$ cat src/rtl/stby_pkg.sv
package stby_pkg;

    localparam int SEL_W = 3;

    typedef enum logic [1:0] {
        ST_ACTIVE  = 2'd0,
        ST_STANDBY = 2'd1,
        ST_SETTLE  = 2'd2,
        ST_WAKE    = 2'd3
    } pm_state_t;

    typedef struct packed {
        logic             stby_sel;
        logic             low_spd;
        logic             timer_mode;
        logic             med_spd;
        logic [SEL_W-1:0] settle_sel;
    } pm_cfg_t;

    // Settling length in oscillator cycles for a select code.
    function automatic int unsigned settle_cycles(input logic [SEL_W-1:0] sel,
                                                  input int unsigned base_log);
        int unsigned n;
        case (sel)
            3'd5:    n = 32'd1024;
            3'd6:    n = 32'd128;
            3'd7:    n = 32'd16;
            default: n = 32'd1 << (base_log + 32'(sel));
        endcase
        return n;
    endfunction

endpackage

$ cat src/rtl/stby_decode.sv
module stby_decode #(
    parameter int NUM_IRQ = 8
) (
    input  logic               sleep_req,
    input  logic               stby_sel,
    input  logic               low_spd,
    input  logic               timer_mode,
    input  logic [NUM_IRQ-1:0] irq_req,
    input  logic [NUM_IRQ-1:0] irq_en,
    input  logic               irq_mask,
    output logic               enter_ok,
    output logic               wake_ok
);
    logic [NUM_IRQ-1:0] live;

    genvar g;
    generate
        for (g = 0; g < NUM_IRQ; g++) begin : g_live
            assign live[g] = irq_req[g] & irq_en[g];
        end
    endgenerate

    always_comb begin
        enter_ok = sleep_req & stby_sel & ~low_spd & ~timer_mode;
        wake_ok  = (|live) & ~irq_mask;
    end


    always_comb begin
        mask_blocks_chk: assert (!(irq_mask && wake_ok));
    end
endmodule

$ cat src/rtl/settle_timer.sv
module settle_timer
    import stby_pkg::*;
#(
    parameter int CNT_W    = 18,
    parameter int BASE_LOG = 13
) (
    input  logic             clk,
    input  logic             rst,
    input  logic             load,
    input  logic             abort,
    input  logic [SEL_W-1:0] sel,
    output logic             done
);
    logic [CNT_W-1:0] cnt_q;
    logic             run_q;

    always_ff @(posedge clk) begin
        if (rst) begin
            cnt_q <= '0;
            run_q <= 1'b0;
        end else if (abort) begin
            run_q <= 1'b0;
            cnt_q <= '0;
        end else if (load) begin
            cnt_q <= CNT_W'(settle_cycles(sel, BASE_LOG) - 32'd1);
            run_q <= 1'b1;
        end else if (run_q) begin
            if (cnt_q == '0) run_q <= 1'b0;
            else             cnt_q <= cnt_q - 1'b1;
        end
    end

    assign done = run_q && (cnt_q == '0);


    cnt_dec_chk: assert property (@(posedge clk) disable iff (rst)
        (run_q && cnt_q != '0 && !abort && !load) |=> (cnt_q == $past(cnt_q) - 1'b1));

    done_once_chk: assert property (@(posedge clk) disable iff (rst)
        done |=> !done);
endmodule

$ cat src/rtl/standby_fsm.sv
module standby_fsm
    import stby_pkg::*;
(
    input  logic clk,
    input  logic rst,
    input  logic enter_ok,
    input  logic wake_ok,
    input  logic res_n,
    input  logic timer_done,
    input  logic med_spd,
    output logic timer_load,
    output logic timer_abort,
    output logic sys_clk_en,
    output logic io_hiz,
    output logic port_hold,
    output logic speed_med,
    output logic irq_exc_start,
    output logic rst_exc_start
);
    pm_state_t state_q, state_d;
    logic      pend_q, pend_d;
    logic      spd_q, spd_d;
    logic      rexc_q, rexc_d;

    always_comb begin
        state_d     = state_q;
        pend_d      = pend_q;
        spd_d       = spd_q;
        rexc_d      = 1'b0;
        timer_load  = 1'b0;
        timer_abort = 1'b0;
        case (state_q)
            ST_ACTIVE: begin
                if (pend_q && res_n) begin
                    rexc_d = 1'b1;
                    pend_d = 1'b0;
                end else if (enter_ok && res_n && !pend_q) begin
                    state_d = ST_STANDBY;
                end
            end
            ST_STANDBY: begin
                if (!res_n) begin
                    state_d = ST_ACTIVE;
                    pend_d  = 1'b1;
                    spd_d   = 1'b0;
                end else if (wake_ok) begin
                    state_d    = ST_SETTLE;
                    timer_load = 1'b1;
                end
            end
            ST_SETTLE: begin
                if (!res_n) begin
                    state_d     = ST_ACTIVE;
                    pend_d      = 1'b1;
                    spd_d       = 1'b0;
                    timer_abort = 1'b1;
                end else if (timer_done) begin
                    state_d = ST_WAKE;
                    spd_d   = med_spd;
                end
            end
            default: state_d = ST_ACTIVE;
        endcase
    end

    always_ff @(posedge clk) begin
        if (rst) begin
            state_q <= ST_ACTIVE;
            pend_q  <= 1'b0;
            spd_q   <= 1'b0;
            rexc_q  <= 1'b0;
        end else begin
            state_q <= state_d;
            pend_q  <= pend_d;
            spd_q   <= spd_d;
            rexc_q  <= rexc_d;
        end
    end

    always_comb begin
        sys_clk_en    = (state_q == ST_ACTIVE) || (state_q == ST_WAKE);
        io_hiz        = !sys_clk_en;
        port_hold     = !sys_clk_en;
        speed_med     = spd_q;
        irq_exc_start = (state_q == ST_WAKE);
        rst_exc_start = rexc_q;
    end


    entry_gate_chk: assert property (@(posedge clk) disable iff (rst)
        (state_q == ST_ACTIVE && !enter_ok) |=> (state_q == ST_ACTIVE || state_q == ST_WAKE));

    hold_standby_chk: assert property (@(posedge clk) disable iff (rst)
        (state_q == ST_STANDBY && !wake_ok && res_n) |=> (state_q == ST_STANDBY));

    pin_priority_chk: assert property (@(posedge clk) disable iff (rst)
        ((state_q == ST_STANDBY || state_q == ST_SETTLE) && !res_n) |=> (state_q == ST_ACTIVE && !irq_exc_start));

    rst_exc_chk: assert property (@(posedge clk) disable iff (rst)
        rst_exc_start |-> ($past(res_n) && sys_clk_en));

    irq_pulse_chk: assert property (@(posedge clk) disable iff (rst)
        irq_exc_start |=> !irq_exc_start);
endmodule

$ cat src/rtl/standby_wake_ctrl.sv
module standby_wake_ctrl
    import stby_pkg::*;
#(
    parameter int NUM_IRQ  = 8,
    parameter int BASE_LOG = 13,
    parameter int CNT_W    = BASE_LOG + 5
) (
    input  logic               clk,
    input  logic               rst,
    input  logic               sleep_req,
    input  logic               cfg_stby,
    input  logic               cfg_lowspd,
    input  logic               cfg_tmode,
    input  logic               cfg_medspd,
    input  logic [2:0]         cfg_settle_sel,
    input  logic [NUM_IRQ-1:0] irq_req,
    input  logic [NUM_IRQ-1:0] irq_en,
    input  logic               irq_mask,
    input  logic               res_n,
    output logic               sys_clk_en,
    output logic               io_hiz,
    output logic               port_hold,
    output logic               speed_med,
    output logic               irq_exc_start,
    output logic               rst_exc_start
);
    pm_cfg_t cfg;
    logic    enter_ok, wake_ok, t_load, t_abort, t_done;

    assign cfg = '{stby_sel: cfg_stby, low_spd: cfg_lowspd, timer_mode: cfg_tmode,
                   med_spd: cfg_medspd, settle_sel: cfg_settle_sel};

    stby_decode #(.NUM_IRQ(NUM_IRQ)) u_dec (
        .sleep_req (sleep_req),
        .stby_sel  (cfg.stby_sel),
        .low_spd   (cfg.low_spd),
        .timer_mode(cfg.timer_mode),
        .irq_req   (irq_req),
        .irq_en    (irq_en),
        .irq_mask  (irq_mask),
        .enter_ok  (enter_ok),
        .wake_ok   (wake_ok)
    );

    settle_timer #(.CNT_W(CNT_W), .BASE_LOG(BASE_LOG)) u_tmr (
        .clk  (clk),
        .rst  (rst),
        .load (t_load),
        .abort(t_abort),
        .sel  (cfg.settle_sel),
        .done (t_done)
    );

    standby_fsm u_fsm (
        .clk          (clk),
        .rst          (rst),
        .enter_ok     (enter_ok),
        .wake_ok      (wake_ok),
        .res_n        (res_n),
        .timer_done   (t_done),
        .med_spd      (cfg.med_spd),
        .timer_load   (t_load),
        .timer_abort  (t_abort),
        .sys_clk_en   (sys_clk_en),
        .io_hiz       (io_hiz),
        .port_hold    (port_hold),
        .speed_med    (speed_med),
        .irq_exc_start(irq_exc_start),
        .rst_exc_start(rst_exc_start)
    );


    standby_outputs_chk: assert property (@(posedge clk) disable iff (rst)
        !sys_clk_en |-> (io_hiz && port_hold && !irq_exc_start));
endmodule

$ cat config.mk
export PLATFORM = sky130hd
export DESIGN_NAME = standby_wake_ctrl
export DESIGN_NICKNAME = d
export VERILOG_FILES = /design/src/rtl/stby_pkg.sv /design/src/rtl/stby_decode.sv /design/src/rtl/settle_timer.sv /design/src/rtl/standby_fsm.sv /design/src/rtl/standby_wake_ctrl.sv
export SDC_FILE = /design/constraint.sdc
export NUM_CORES = 1
export LEC_CHECK = 0
export ABC_CLOCK_PERIOD_IN_PS = 3950
export BUFFER_PORTS_ARGS = -buffer_cell sky130_fd_sc_hd__clkbuf_2
export CAP_MARGIN = 10
export CORE_ASPECT_RATIO = 1.25
export CORE_MARGIN = 1
export CORE_UTILIZATION = 29
export CTS_CLUSTER_DIAMETER = 40
export CTS_CLUSTER_SIZE = 30
export DETAILED_ROUTE_END_ITERATION = 8
export PLACE_DENSITY = 0.55
export SYNTH_ARGS = -nofsm -noshare
export SYNTH_HDL_FRONTEND = slang
export SYNTH_SLANG_ARGS = --single-unit
$ cat constraint.sdc
create_clock -name clk -period 3.95 [get_ports clk]
set_input_delay 0.395 -clock clk [delete_from_list [all_inputs] [get_ports clk]]
set_output_delay 0.395 -clock clk [all_outputs]
set_load 0.01 [all_outputs]
# [Yosys cells after proc, flatten, opt, wreduce, memory -nomap -nowiden]
# Cells that the tools add are included.
[word_totals] latch_bits=0 ramBits=0 elab_cells=90 mem_count=0 reg_bits=24 romBits=0 out_inout_bits=6 in_bits=28
[classes] eq_ne=14 shifts=1 bitwise=16 add_sub_neg=3 multipliers=0 n_div=0 mux=30 n_lt_le_gt_ge=0 n_reduce_logical=20
[ops] operator="$mux W18" n=6
[ops] operator="$pmux W18 S3" n=1
[ops] operator="$sub A18 B1 Y18 const B" n=2
[ops] operator="$logic_not A18 Y1" n=1
[ops] operator="$shl A1 B5 Y18 const A" n=1
[ops] operator="$mux W1" n=14
[ops] operator="$and A1 B1 Y1" n=12
[ops] operator="$mux W2" n=6
[ops] operator="$eq A3 B3 Y1 const B" n=3
[ops] operator="$ne A2 B2 Y1 const B" n=4
[ops] operator="$reduce_or A8 Y1" n=1
[ops] operator="$ne A3 B3 Y1 const B" n=2
[ops] operator="$pmux W2 S3" n=1
[ops] operator="$reduce_and A3 Y1" n=2
[ops] operator="$reduce_bool A2 Y1" n=3
[ops] operator="$reduce_or A2 Y1" n=3
[ops] operator="$add A4 B3 Y5 const A" n=1
[ops] operator="$eq A2 B2 Y1 const B" n=2
[ops] operator="$logic_and A1 B1 Y1" n=4
[ops] operator="$ne A2 B1 Y1 const B" n=2
[ops] operator="$not A1 Y1" n=4
[ops] operator="$pmux W1 S2" n=2
[ops] operator="$reduce_and A4 Y1" n=1
[ops] operator="$eq A2 B1 Y1 const B" n=1
[ops] operator="4 further kinds" n=5

# [Depth between registers and ports, before layout]
# Gate-level depths: netlist of run 1.
[logic_depth] word_depth=11 ltp_mapped=15 depth_no_buf=13

# [Cells and area by module]
# A second synthesis of run 1 with hierarchy kept.
[hier_totals] cells_unflattened=261 hier_area_um2=1958.1
[modules_own_cells] mod="settle_timer" instances=1 cells_per_inst=211 seq_area_each_um2=380.4 area_each_um2=1507.7
[modules_own_cells] mod="standby_fsm" instances=1 cells_per_inst=43 seq_area_each_um2=100.1 area_each_um2=402.9
[modules_own_cells] mod="stby_decode" instances=1 cells_per_inst=7 seq_area_each_um2=0.0 area_each_um2=47.5

# [Worst setup path before layout of run 1]
# OpenSTA, ideal clock, no wires.
[synth_path] path_type="input-to-reg" start="input port irq_req[3]" end="register u_tmr.cnt_q[14]" path_stages=13 slack_ns=1.045 n_path_buf=2 setup_time_ns=0.117 arrival_time_ns=2.787 required_ns=3.833 cell_sequence="a22oi_1 -> nand4_1 -> nand2_1 -> clkbuf_1 -> buf_2 -> nor3_1 -> a21oi_1 -> ha_1 -> o211ai_1 -> and2_1 -> nor4_1 -> mux2i_1 -> nand2_1"
[synth_via] elab_chain_len=8 word_cells_on_any_way=10 cone_classes="1 x eq/ne; 4 x mux; 2 x bitwise; 3 x reduce/logical"
[synth_lines] item="start: declaration" line="standby_wake_ctrl.sv:16" source="input logic [NUM_IRQ-1:0] irq_req,"
[synth_lines] item="$and A1 B1 Y1 *" line="stby_decode.sv:19" source="assign live[g] = irq_req[g] & irq_en[g];"
[synth_lines] item="$reduce_or A8 Y1 *" line="stby_decode.sv:25" source="wake_ok = (|live) & ~irq_mask;"
[synth_lines] item="$and A1 B1 Y1 *" line="stby_decode.sv:25"
[synth_lines] item="$mux W1 *" line="standby_fsm.sv:46" source="end else if (wake_ok) begin"
[synth_lines] item="$mux W1 *" line="standby_fsm.sv:42" source="if (!res_n) begin"
[synth_lines] item="$mux W1 *" line="standby_fsm.sv:32" source="case (state_q)"
[synth_lines] item="$ne A2 B2 Y1 (no source line) or $reduce_bool A2 Y1 (tied branches)"
[synth_lines] item="$reduce_and A2 Y1 (no source line)"
[synth_lines] item="end signal: assignment" line="settle_timer.sv:25" source="cnt_q <= CNT_W'(settle_cycles(sel, BASE_LOG) - 32'd1);"
[synth_lines] item="end signal: assignment" line="settle_timer.sv:29" source="else cnt_q <= cnt_q - 1'b1;"
[synth_lines] item="end: declaration" line="settle_timer.sv:14" source="logic [CNT_W-1:0] cnt_q;"
# Every way passes the cells marked *; elsewhere a longest branch is shown, timed or not.
# A chain may end at the register's enable or synchronous reset.

# [Worst setup path in the final report of run 1]
[layout_path] start="register u_fsm.state_q[1]" end="register u_tmr.cnt_q[14]"
[layout_via] elab_chain_len=4 word_cells_on_any_way=9 cone_classes="3 x eq/ne; 3 x mux; 3 x reduce/logical"
[layout_lines] item="start: declaration" line="standby_fsm.sv:20" source="pm_state_t state_q, state_d;"
[layout_lines] item="start signal: assignment" line="standby_fsm.sv:73" source="state_q <= state_d;"
[layout_lines] item="$eq A2 B1 Y1" line="standby_fsm.sv:32"
[layout_lines] item="$mux W1" line="standby_fsm.sv:32"
[layout_lines] item="$ne A2 B2 Y1 (no source line) or $reduce_bool A2 Y1 (tied branches)"
[layout_lines] item="$reduce_and A2 Y1 (no source line)"
# Several ways; a longest one is shown, not always the timed one.

==> flow_summary_export.csv, run 1 <==
group,metric,value,unit
worst_setup_path,critPathRequiredTime,4120,ps
synthesis,synth_top_cells_by_area,"dfxtp_1 (25%), o21ai_0 (5.2%), nor2_1 (5.0%)",
global_route,grt_max_degree,17,
clock_tree,cts_hold_buf,0,
clock_tree,clock_sinks,24,
power,power_density,434,mW/mm2
die,dieArea,0.00701,mm2
synthesis,yosysUniqueCellTypes,60,
route,wirelength,5460,um
worst_setup_path,crit_family,"simple AND/OR/NAND/NOR gates",
finish,drive_gt1_share,22.5,%
power,seqPwrFrac,30.1,%
global_route,grt_usage,17.1,%
sta,setup_viol,0,
synthesis,synth_nets,285,
min_path,hold_path_class,"in -> reg",
die,fp.coreArea,0.00633,mm2
finish,antenna_cells,0,
sta,max_freq,0.324,GHz
die,chipHeight,93.4,um
global_route,antenna_found_initial,0,
finish,syn_to_final_growth,15.0,%
synthesis,syn_area,0.00194,mm2
synthesis,synth_top_family_by_area,"simple AND/OR/NAND/NOR gates",
clock_tree,clk_latency,270,ps
clock_tree,cts_buffers,3,
die,ios,34,
placed_design,routabilityCongestion,0.871,
synthesis,synth.area.mux_share,3.42,%
sta,setup_slack,864,ps
route,final_antenna_net_count,0,
worst_setup_path,cp_slowest_stage_delay,350,ps
placed_design,hpwl,4160,um
clock_tree,cts_tree,"done",
die,row_count,32,
sta,fin_skew,3.23,ps
finish,nNetsFinal,312,
clock_tree,cts_resized,0,
global_route,overflow,0,
global_route,grt_pass1_wl,9140,um
synthesis,syn_inst,250,
sta,hold_violations,0,
power,pwr-share-comb,46.8,%
run,max_cap_violations,0,
worst_setup_path,start_kind,"flip-flop",
worst_setup_path,path_cells,"inv_1 > ha_1 > nand2_2 > nor2_2 > nand2_1 > a21oi_1 > ha_1 > o211ai_1 > and2_1 > nor4_1 > mux2i_1 > nand2_1",
placed_design,io_buffers,33,
worst_setup_path,path_max_fanout,14,
route,vias,1974,
power,p_switching,378,uW
global_route,grt_pass1_vias,1916,
power,p_clk_share,23.1,%
synthesis,ys_ff_latch,24,
synthesis,synth-xor-area-share,5.43,%
synthesis,synthFlopType,"dfxtp_1",
worst_setup_path,path_buf_inv,1,
power,leakagePower,0.000872,uW
route,drtPass1Iterations,4,
synthesis,synth-simple-area-share,29.6,%
route,routed_via_density,5.47,
clock_tree,clkSlewWorstSetupHoldPaths,90,ps
worst_setup_path,cp_slowest_cell,"dfxtp_1",
worst_setup_path,end_kind,"flip-flop",
synthesis,synth_fa_ha_area_share,4.52,%
route,dr.first_iter.drc_count,126,
synthesis,synth-compound-area-share,27.2,%
power,ir_worst_vdd,0.180,mV
clock_tree,cts_root_buf,"clkbuf_8",
synthesis,synth.top_cell.area_share,24.8,%
sta,finalSetupTns,0,ps
route,drc,0,
synthesis,synth_edf_count,0,
die,die_w,75.1,um
sta,slew_viol_final,0,
clock_tree,post-cts-setup-buffers,0,
sta,min_period,3090,ps
worst_setup_path,cp_data_arrival_time,3260,ps
sta,maxSlewHeadroom,47.8,%
synthesis,syn_area_per_cell,7.75,um2
sta,rsz0062_at_grt,"no",
outcome,status,"finished clean",
synthesis,async_flop_share,0,%
placed_design,dp_slack,735,ps
die,start_util,30.6,%
synthesis,yosys_warnings,0,
sta,fin_crit_sh,78.1,%
worst_setup_path,crit_type,"reg -> reg",
power,internal-power,589,uW
clock_tree,clock_path_buffers,2,
route,routedWlPerCell,15.1,um
synthesis,seq_area_frac_synth,24.8,%
power,p_sw_share,39.1,%
synthesis,synth_top_area_cell,"dfxtp_1",
clock_tree,htreeDepth,1,
sta,tightest_slew,784,ps
metrics by stage:
| step | area [um2] | std cells | hold slack [ps] | utilization (%) | power, uW |
|---|---|---|---|---|---|
| finish | 2230 | 361 | 380 | 35.2 | 967 |
| global route | 2230 | 361 | 396 | 35.2 | 1030 |
| CTS | 2230 | 361 | 378 | 35.2 | 973 |
| detailed placement | 2160 | 357 | 495 | 34.1 | 744 |
| global placement | 2160 | 357 | 493 | 34.1 | 746 |
| floorplan | 1940 | 250 | 459 | - | 643 |
cells by family after synthesis:
family	after synthesis
compound gates	74
xor+xnor	12
fa+ha+maj	7
buf+inv	21
flops	24
mux	6
simple gates	106
routing by layer:
metal / vias to the layer above / GRT usage, % / part of all wire, % / wire length, um
met5: - / 0 / 0 / 0
met4: 0 / 7.23 / 3.3 / 179
met3: 12 / 1.72 / 3.0 / 162
met2: 53 / 30.4 / 51 / 2810
met1: 929 / 20.2 / 42 / 2310
li1: 980 / - / - / -
cell type report:
type,count,area [um2]
fillers,707,4100
clock inverters,1,30.0
inverters,8,30.0
well taps,85,106
repair buffers,35,180
multi-input cells,205,1360
flip-flops and latches,24,480
clock buffers,3,41.3
cells in the final DEF (no fill, tap or decap), drive strengths merged, types with 3 or more instances in the layout:
cell type	synthesis	final
clkbuf	4	36
o211ai	3	3
ha	7	7
nand3b	3	3
nor2	28	28
nand2b	3	3
mux2i	4	4
nand3	10	10
dfxtp	24	24
a211oi	9	9
nand2	22	22
xor2	4	4
and3	3	3
o21ai	21	21
nor4	10	10
inv	8	8
a21oi	19	19
nor3	13	13
a22oi	5	5
o2111ai	3	3
xnor2	8	8
Yosys cell counts (all sizes together) (5+ instances only):
cell    number
xnor2        8
dfxtp       24
a22oi        5
a211oi       9
nand3       10
nor2        28
o21ai       21
ha           7
buf          9
nor4        10
inv          8
nor3        13
a21oi       19
nand2       22
power groups by stage:
stage	Combinational (uW)	Sequential, uW	Clock [uW]
after global placement	449	297	0
after global routing	498	294	239
final	453	291	223
after detailed placement	448	296	0
after floorplan	355	288	0
after CTS	451	291	231
worst reg2reg max path, cell delays in order, from the launching register on:
cell	delay (ps)
dfxtp_1	350
inv_1	80
ha_1	200
nand2_2	80
nor2_2	240
nand2_1	340
a21oi_1	290
ha_1	350
o211ai_1	200
and2_1	250
nor4_1	340
mux2i_1	220
nand2_1	60
sequential cells by signal, indices dropped and copies added, names as in the netlist:
| name | cells |
|---|---|
| u_tmr.run_q | 1 |
| u_fsm.speed_med | 1 |
| u_fsm.state_q | 2 |
| u_tmr.cnt_q | 18 |
| u_fsm.pend_q | 1 |
| u_fsm.rst_exc_start | 1 |
worst paths after layout:
path / slack, ps / startpoint / cells after the start / to
setup reg to reg: 860 / u_fsm.state_q[1] / 12 / u_tmr.cnt_q[14]
hold reg to reg: 510 / u_tmr.cnt_q[0] / 2 / u_tmr.cnt_q[0]
setup / recovery: 860 / u_fsm.state_q[1] / 12 / u_tmr.cnt_q[14]
hold / removal: 380 / rst / 2 / u_fsm.speed_med
Power figures use the tool's default switching activity.
==> run 2: changes to the inputs <==
--- a/config.mk
+++ b/config.mk
@@ -5,7 +5,7 @@
 export SDC_FILE = /design/constraint.sdc
 export NUM_CORES = 1
 export LEC_CHECK = 0
-export ABC_CLOCK_PERIOD_IN_PS = 3950
+export ABC_CLOCK_PERIOD_IN_PS = 2800
 export BUFFER_PORTS_ARGS = -buffer_cell sky130_fd_sc_hd__clkbuf_2
 export CAP_MARGIN = 10
 export CORE_ASPECT_RATIO = 1.25
@@ -14,7 +14,7 @@
 export CTS_CLUSTER_DIAMETER = 40
 export CTS_CLUSTER_SIZE = 30
 export DETAILED_ROUTE_END_ITERATION = 8
-export PLACE_DENSITY = 0.55
+export PLACE_DENSITY = 0.57
 export SYNTH_ARGS = -nofsm -noshare
 export SYNTH_HDL_FRONTEND = slang
 export SYNTH_SLANG_ARGS = --single-unit
==> constraint.sdc (replaced) <==
create_clock -name clk -period 2.8 [get_ports clk]
set_input_delay 0.28 -clock clk [delete_from_list [all_inputs] [get_ports clk]]
set_output_delay 0.28 -clock clk [all_outputs]
set_load 0.01 [all_outputs]
==> run 2 against run 1 <==
- design area is 6.7% higher
- core utilization is 2.4 points higher
- sequential power is 42% higher
- sequential share of layout area is 1.4 points lower
- highest routed layer unchanged
- largest cell class unchanged
- non-clock buffer count is 18 higher
- routed wire length is 5.6% higher
- clock power is 43% higher
- first-iteration DRC count is 4.0% lower
- sequential cell count stayed put
- register-to-register slack worse by 710 ps
- worst setup slack worse by 710 ps
==> flow_summary_export.csv, run 2 (synthesis gave the netlist of run 1 again) <==
group,metric,value,unit
worst_setup_path,critPathRequiredTime,2980,ps
worst_setup_path,path_max_fanout,8,
die,fp.coreArea,0.00633,mm2
placed_design,dp_slack,129,ps
worst_setup_path,crit_type,"reg -> reg",
finish,drive_gt1_share,28.6,%
finish,antenna_cells,0,
power,ir_worst_vdd,0.237,mV
sta,finalSetupTns,0,ps
finish,syn_to_final_growth,22.7,%
clock_tree,cts_buffers,3,
clock_tree,clock_path_buffers,2,
sta,maxSlewHeadroom,49.1,%
clock_tree,clk_latency,280,ps
global_route,antenna_found_initial,0,
power,power_density,594,mW/mm2
route,wirelength,5760,um
die,die_w,75.1,um
sta,slew_viol_final,0,
sta,hold_violations,0,
outcome,status,"finished clean",
worst_setup_path,start_kind,"flip-flop",
finish,largest_register_ffs,18,
finish,fin_util,37.6,%
clock_tree,cts_tree,"done",
sta,setup_slack,156,ps
global_route,overflow,0,
placed_design,routabilityCongestion,0.907,
global_route,grt_pass1_wl,9400,um
finish,mostFrequentLayoutCells,"clkbuf_2 (33), nor2_1 (26), dfxtp_1 (24)",
finish,fill_cells,712,
clock_tree,clock_sinks,24,
global_route,grt_max_degree,15,
placed_design,placed_area,0.00228,mm2
placed_design,hpwl,4430,um
global_route,grt_usage,17.5,%
route,dr.first_iter.drc_count,121,
placed_design,io_buffers,33,
die,ios,34,
clock_tree,cts_root_buf,"clkbuf_8",
clock_tree,clkSlewWorstSetupHoldPaths,100,ps
route,drtPass1Iterations,4,
clock_tree,htreeDepth,1,
global_route,grt_pass1_vias,1964,
die,row_count,32,
sta,max_freq,0.378,GHz
worst_setup_path,cp_data_arrival_time,2830,ps
finish,postLayoutCellArea,0.00238,mm2
sta,fin_crit_sh,94.4,%
finish,final_common_cell,"clkbuf_2",
finish,reg_top3,"u_tmr.cnt_q x18, u_fsm.state_q x2",
sta,setup_viol,0,
clock_tree,cts_hold_buf,0,
route,routed_via_density,5.36,
finish,nNetsFinal,330,
sta,min_period,2640,ps
min_path,hold_path_class,"in -> reg",
placed_design,place_inst,374,
power,leakagePower,0.000956,uW
route,final_antenna_net_count,0,
worst_setup_path,end_kind,"flip-flop",
die,start_util,30.6,%
run,max_cap_violations,0,
sta,tightest_slew,763,ps
sta,fin_skew,8.92,ps
route,drc,0,
die,chipHeight,93.4,um
route,routedWlPerCell,15.2,um
finish,final_cells,379,
die,dieArea,0.00701,mm2
finish,max_flop_register,"u_tmr.cnt_q",
route,vias,2032,
## run 2: cell types whose count changed in the layout (fill, tap and decap cells not counted)
cell,delta
nor4_2,+1
buf_4,+18
ha_2,+2
nor4_1,-1
nand2_1,-1
ha_1,-2
nand2_2,+1
## run 2: routing by layer
metal  wire [um]  vias to the layer above  track usage, %
met1        2420                      944            21.1
li1            -                     1012               -
met4         127                        0            6.13
met3         265                       13            1.62
met2        2950                       63            31.4
met5           0                        -               0
## run 2: cell type report
class / instances / area [um2] / share of cell area [%]
flip-flops and latches: 24 / 480 / 20.2
multi-input cells: 205 / 1370 / 57.8
inverters: 8 / 30.0 / 1.26
well taps: 85 / 106 / 4.48
clock inverters: 1 / 30.0 / 1.26
repair buffers: 53 / 315 / 13.3
clock buffers: 3 / 41.3 / 1.74
## run 2: final timing paths
| kind | cells after the start | endpoint | from | slack (ps) |
|---|---|---|---|---|
| setup / recovery | 13 | u_tmr.cnt_q[14] | u_fsm.state_q[1] | 160 |
| hold / removal | 2 | u_fsm.state_q[0] | rst | 250 |
| setup reg to reg | 13 | u_tmr.cnt_q[14] | u_fsm.state_q[1] | 160 |
| hold reg to reg | 2 | u_tmr.cnt_q[0] | u_tmr.cnt_q[0] | 510 |
## run 2: worst max-delay path: stages (launching register included)
cell,delay [ps]
dfxtp_1,350
inv_1,80
ha_2,190
nand2_2,70
nor2_2,110
nand2_2,120
buf_4,180
a21oi_1,190
ha_2,230
o211ai_1,140
and2_1,260
nor4_2,310
mux2i_1,230
nand2_1,70
## run 2: repair_timing
item                       in CTS  in global routing
setup buffers                   0                  1
setup endpoints to repair       0                  4
gates resized for setup         0                  4
## run 2: stage by stage
| step | hold slack, ps | total power [uW] |
|---|---|---|
| 2_1_floorplan | 349 | 908 |
| 3_3_place_gp | 497 | 1070 |
| 3_5_place_dp | 500 | 1070 |
| 4_1_cts | 268 | 1390 |
| 5_1_grt | 269 | 1510 |
| 6_report | 248 | 1410 |
## run 2: where the power goes
| group | internal [uW] | switching [uW] | total (uW) | leakage, uW |
|---|---|---|---|---|
| clock network | 192 | 128 | 320 | 0.0000357 |
| registers | 373 | 38.8 | 412 | 0.000194 |
| logic | 295 | 385 | 680 | 0.000726 |
